$ cat src/rtl/llsc_pkg.sv
package llsc_pkg;
   typedef enum logic [1:0] {
      OP_LOAD   = 2'd0,
      OP_LLOAD  = 2'd1,
      OP_STORE  = 2'd2,
      OP_SCOND  = 2'd3
   } llsc_op_e;
endpackage

$ cat src/rtl/llsc_line_mask.sv
module llsc_line_mask #(
   parameter int ADDR_W    = 32,
   parameter int LINE_BITS = 6,
   localparam int LINE_W   = ADDR_W - LINE_BITS
) (
   input  logic [ADDR_W-1:0] addr,
   output logic [LINE_W-1:0] line
);
   generate
      if (LINE_BITS == 0) begin : g_byte
         assign line = addr;
      end else begin : g_line
         assign line = addr[ADDR_W-1:LINE_BITS];
      end
   endgenerate
endmodule

$ cat src/rtl/llsc_entry.sv
module llsc_entry #(
   parameter int LINE_W = 26
) (
   input  logic              clk,
   input  logic              rst_n,
   input  logic              set,
   input  logic              clr,
   input  logic [LINE_W-1:0] line_in,
   output logic              vld,
   output logic              match
);
   logic [LINE_W-1:0] line_q;

   always_ff @(posedge clk) begin
      if (!rst_n) begin
         vld    <= 1'b0;
         line_q <= '0;
      end else if (set) begin
         vld    <= 1'b1;
         line_q <= line_in;
      end else if (clr) begin
         vld    <= 1'b0;
      end
   end

   assign match = vld && (line_q == line_in);
endmodule

$ cat src/rtl/llsc_decide.sv
module llsc_decide
   import llsc_pkg::*;
(
   input  logic       req_vld,
   input  logic [1:0] req_op,
   input  logic       own_hit,
   output logic       is_write,
   output logic       do_set,
   output logic       mem_wr_en,
   output logic       sc_vld,
   output logic       sc_ok
);
   llsc_op_e op;

   always_comb begin
      op        = llsc_op_e'(req_op);
      is_write  = req_vld && (op == OP_STORE || op == OP_SCOND);
      do_set    = req_vld && (op == OP_LLOAD);
      sc_vld    = req_vld && (op == OP_SCOND);
      sc_ok     = sc_vld && own_hit;
      mem_wr_en = (req_vld && op == OP_STORE) || sc_ok;
   end
endmodule

$ cat src/rtl/llsc_resv_tracker.sv
module llsc_resv_tracker #(
   parameter int ADDR_W    = 32,
   parameter int CTX_W     = 3,
   parameter int LINE_BITS = 6,
   localparam int NUM_CTX  = 1 << CTX_W,
   localparam int LINE_W   = ADDR_W - LINE_BITS
) (
   input  logic              clk,
   input  logic              rst_n,
   input  logic              req_vld,
   input  logic [1:0]        req_op,
   input  logic [CTX_W-1:0]  req_ctx,
   input  logic [ADDR_W-1:0] req_addr,
   output logic              mem_wr_en,
   output logic              sc_resp_vld,
   output logic              sc_resp_ok
);
   generate
      if (LINE_BITS < 0 || LINE_BITS >= ADDR_W) begin : g_bad_line
         $error("LINE_BITS must lie in [0, ADDR_W)");
      end
      if (CTX_W < 1 || CTX_W > 6) begin : g_bad_ctx
         $error("CTX_W must lie in [1, 6]");
      end
   endgenerate

   logic [LINE_W-1:0]  req_line;
   logic [NUM_CTX-1:0] ent_vld;
   logic [NUM_CTX-1:0] ent_match;
   logic               is_write;
   logic               do_set;
   logic               own_hit;

   llsc_line_mask #(.ADDR_W(ADDR_W), .LINE_BITS(LINE_BITS)) u_mask (
      .addr (req_addr),
      .line (req_line)
   );

   generate
      for (genvar i = 0; i < NUM_CTX; i++) begin : g_slot
         logic set_i;
         logic clr_i;
         assign set_i = do_set && (req_ctx == CTX_W'(i));
         assign clr_i = is_write && ent_match[i];
         llsc_entry #(.LINE_W(LINE_W)) u_entry (
            .clk     (clk),
            .rst_n   (rst_n),
            .set     (set_i),
            .clr     (clr_i),
            .line_in (req_line),
            .vld     (ent_vld[i]),
            .match   (ent_match[i])
         );
      end
   endgenerate

   assign own_hit = ent_match[req_ctx];

   llsc_decide u_decide (
      .req_vld   (req_vld),
      .req_op    (req_op),
      .own_hit   (own_hit),
      .is_write  (is_write),
      .do_set    (do_set),
      .mem_wr_en (mem_wr_en),
      .sc_vld    (sc_resp_vld),
      .sc_ok     (sc_resp_ok)
   );
endmodule

$ cat config.mk
export PLATFORM = sky130hd
export DESIGN_NAME = llsc_resv_tracker
export DESIGN_NICKNAME = d
export VERILOG_FILES = /design/src/rtl/llsc_pkg.sv /design/src/rtl/llsc_line_mask.sv /design/src/rtl/llsc_entry.sv /design/src/rtl/llsc_decide.sv /design/src/rtl/llsc_resv_tracker.sv
export SDC_FILE = /design/constraint.sdc
export NUM_CORES = 1
export LEC_CHECK = 0
export ABC_AREA = 1
export BUFFER_PORTS_ARGS = -buffer_cell sky130_fd_sc_hd__buf_2
export CAP_MARGIN = 20
export CORE_UTILIZATION = 50
export DETAILED_ROUTE_END_ITERATION = 6
export PLACE_DENSITY_LB_ADDON = 0.12
export SYNTH_ARGS = -nofsm -noshare
export SYNTH_HDL_FRONTEND = slang
export SYNTH_SLANG_ARGS = --single-unit
$ cat constraint.sdc
create_clock -name clk -period 1.4 [get_ports clk]
set_input_delay 0.07 -clock clk [delete_from_list [all_inputs] [get_ports clk]]
set_output_delay 0.07 -clock clk [all_outputs]
set_load 0.01 [all_outputs]
==> flow_summary.ini <==
[run_status]
violations = setup timing
outcome = finished, violations left

[pwr]
internal-power_mw = 10.44
seq_power_share_pct = 45.5
power.ir.vdd_worst_mv = 0.7517
switching_part_of_the_total_power_pct = 24.34
pwr-share-clk_pct = 44.1
leakage_nw = 5.528
switchingPower_mw = 3.359
power_density_mw_per_mm2 = 1062
report.power.total_mw = 13.80
power_frac_comb_pct = 10.3

[synthesis]
synth_async_sr_flop_share_pct = 0
postSynthCellCount = 1460
synth_most_common_cell = sky130_fd_sc_hd__nand2_1
synth_flop_cell = sky130_fd_sc_hd__dfxtp_1
synth_top_cell_area_share_pct = 40.70
yosys_register_bits = 216
syn-cell-area_mm2 = 0.01062
number_of_synthesized_flops_with_an_enable_pin = 0
post_synth_most_frequent_cells = 265 x sky130_fd_sc_hd__nand2_1, 216 x sky130_fd_sc_hd__dfxtp_1, 213 x sky130_fd_sc_hd__o21ai_0, 184 x sky130_fd_sc_hd__a21oi_1, 177 x sky130_fd_sc_hd__nor2_1
ys_seq_area_share_pct = 40.70
synthesis.area_per_instance_um2 = 7.277
yosysUniqueCellTypes = 21
synthesis.yosys.warnings = 0
synth.area.top_cells = sky130_fd_sc_hd__dfxtp_1 41%, sky130_fd_sc_hd__o21ai_0 10%, sky130_fd_sc_hd__nand2_1 9.4%
synthesized_nets = 1500
cell_type_with_the_largest_total_area_after_synthesis = sky130_fd_sc_hd__dfxtp_1

[route]
wirelength_mm = 27.86
post_drt_via_cell_ratio = 5.113
drt_drc_violations_left = 0
vias = 9434
post_detailed_route_count_of_antenna_violating_nets = 0
detailedRoute.firstPassIterationCount = 5
wl_per_cell_um = 15.10
initialDrtViolationCount = 651

[setup_path]
timing.critical_path.required_ns = 1.33
critical_path.endpoint_type = primary output
cp-start-kind = register
biggest_cell_delay_along_the_critical_path_ns = 0.32
timing.critical_path.cells = xnor2_1, nand4_1, nor2_2, nand3_2, nand2_1, nand2_2, o21ai_2, nand3_2, nand2_1, buf_2
worst_r2r_path_depth = 9
critical_path_peak_fanout = 2
critical_path_type = reg2out
cp_data_arrival_time_ns = 2.15
critical-path-slowest-cell = sky130_fd_sc_hd__dfxtp_1

[cts]
worst_setup_hold_path_clk_slew_ns = 0.06
tritoncts = built
htree_levels = 1
cts_root_buffer = sky130_fd_sc_hd__clkbuf_16
clock_sink_count = 216
clock_latency_on_the_worst_skew_pair_ns = 0.52
cts_inserted_buffers = 24
cts.path.max_buffers = 3

[sta]
final_period_minus_worst_setup_slack_ns = 2.222
achievable-frequency_mhz = 450.0
setup_slack_ns = -0.8224
fin_worst_skew_ns = 0.009087
final-max-slew-violation-count = 0
grt_setup_unrepaired = true
worst_slew_margin_rel_pct = 74.36
final_min_period_over_clock_period_pct = 158.7
fin_hold_ws_ns = 0.009118
final-hold-violation-count = 0
slew_of_the_pin_with_the_lowest_slew_margin_ns = 0.3846
setup_viol = 7

[worst_hold_path]
worstHoldPathCells = 4
hold_path.class = in2reg

[global_routing]
grt_pass1_vias = 8890
global_routing_usage_summed_across_all_routing_layers_pct = 26.37
pin_count_of_the_biggest_net_entering_global_routing = 63
gr_util_met1_pct = 37.12
grtUsageMet2_pct = 43.16
antenna_violations_before_repair = 0
first_pass_grt_wire_length_mm = 46.09
top_usage_layer = met2
grt_util_met3_pct = 3.241
overflow = 0

[floorplanning]
num_rows = 52
fp.coreArea_mm2 = 0.02056
initial_core_utilization_pct = 51.67
die-area_mm2 = 0.02183
die_width_um = 147.8
die_ht_um = 147.8
design.portCount = 43

[layout]
final_cell_area_mm2 = 0.01299
layout-drive-gt1-share_pct = 24.13
finalNetCount = 1601
num_antenna_cells = 0
area_growth_pct = 22.22
instances_no_fill = 1845

[flow_run]
max_cap_viols = 0

[place]
numPlacedInstances = 1792
post_dp_area_mm2 = 0.01170
portBuffers = 36
gp_congestion = 0.8564
pre_cts_ws_ns = -0.4086
dp_hpwl_mm = 19.09
==> metal layers <==
layer | part of all wire (%) | wire, µm
met5 | 0 | 0
met4 | 2.2 | 605
met3 | 4.7 | 1310
met2 | 45 | 12590
met1 | 48 | 13350
==> cell type report <==
type | instances | area [µm²]
fillers | 1874 | 7575
inverters | 109 | 431.7
clock buffers | 38 | 744.5
clock inverters | 2 | 10.01
flip-flops and latches | 216 | 4380
repair buffers | 182 | 1530
multi-input cells | 1028 | 5550
well taps | 270 | 337.8
==> cell usage in the layout, fill, tap and decap left out, types with 6 or more instances in the layout <==
cell	synthesis	routed
sky130_fd_sc_hd__inv_1	87	86
sky130_fd_sc_hd__clkbuf_1	47	6
sky130_fd_sc_hd__inv_4	9	9
sky130_fd_sc_hd__nor2_1	177	126
sky130_fd_sc_hd__buf_4	7	118
sky130_fd_sc_hd__nand3_1	18	6
sky130_fd_sc_hd__xnor2_2	0	10
sky130_fd_sc_hd__nor2_2	5	39
sky130_fd_sc_hd__a21oi_1	184	184
sky130_fd_sc_hd__o21ai_0	213	208
sky130_fd_sc_hd__dfxtp_1	216	171
sky130_fd_sc_hd__clkbuf_16	0	25
sky130_fd_sc_hd__buf_2	18	34
sky130_fd_sc_hd__dlygate4sd3_1	0	10
sky130_fd_sc_hd__clkbuf_8	0	7
sky130_fd_sc_hd__xnor2_1	57	47
sky130_fd_sc_hd__buf_12	0	17
sky130_fd_sc_hd__nand2_1	265	252
sky130_fd_sc_hd__nand2_2	12	25
sky130_fd_sc_hd__nand4_1	9	9
sky130_fd_sc_hd__nand3_2	0	11
sky130_fd_sc_hd__inv_2	13	14
sky130_fd_sc_hd__xor2_1	82	82
sky130_fd_sc_hd__nor2_4	0	17
sky130_fd_sc_hd__dfxtp_2	0	45
==> repair_timing <==
| action | CTS | global route |
|---|---|---|
| buffers inserted | 14 | 1 |
| hold buffers | 10 | 0 |
| resized for setup | 46 | 102 |
| gates cloned | 0 | 0 |
| hold endpoints to repair | 33 | 0 |
| pin swaps | 19 | 50 |
| setup endpoints to repair | 10 | 10 |
==> metrics by stage <==
stage | TNS, ns | utilization (%)
5_1_grt | -2.664 | 63.16
2_1_floorplan | 0 | -
4_1_cts | -2.293 | 61.96
6_report | -1.865 | 63.16
3_3_place_gp | -1.461 | 56.92
3_5_place_dp | -1.515 | 56.92
==> power groups by stage <==
stage	registers [mW]	logic, mW	clock network, mW
final	6.28	1.42	6.09
after global routing	6.29	1.57	6.45
after CTS	6.28	1.37	6.19
after detailed placement	6.41	1.31	0
after global placement	6.41	1.30	0
after floorplan	6.40	0.888	0
==> final timing paths <==
path / endpoint / start / slack (ns)
worst min register to register: g_slot[1].u_entry.vld / g_slot[1].u_entry.vld / 0.49
worst min-delay path: g_slot[3].u_entry.line_q[23] / req_addr[29] / 0.009
worst max-delay path: mem_wr_en / g_slot[3].u_entry.line_q[16] / -0.82
worst max register to register: g_slot[2].u_entry.vld / g_slot[2].u_entry.line_q[5] / -0.13
==> critical path: cells and delay by family, from the launching register on <==
kind                      cells  cell delay [ns]
xor gates and xnor gates      1             0.16
AOI/OAI and AO/OA             1             0.12
buffers and inverters         1             0.12
DFF                           1             0.32
and+or+nand+nor               7             0.91
==> registers in the layout, indices dropped and copies added (netlist names) <==
| signal | cells |
|---|---|
| g_slot.u_entry.vld | 8 |
| g_slot.u_entry.line_q | 208 |
==> logic make-up after synthesis <==
kind of cell	Yosys count	synth area share (%)
compound gates	402	19.01
xor+xnor	139	11.46
buf+inv	216	10.78
simple gates	487	18.05
flops	216	40.70
No activity file was read; power rests on OpenSTA's default activity.
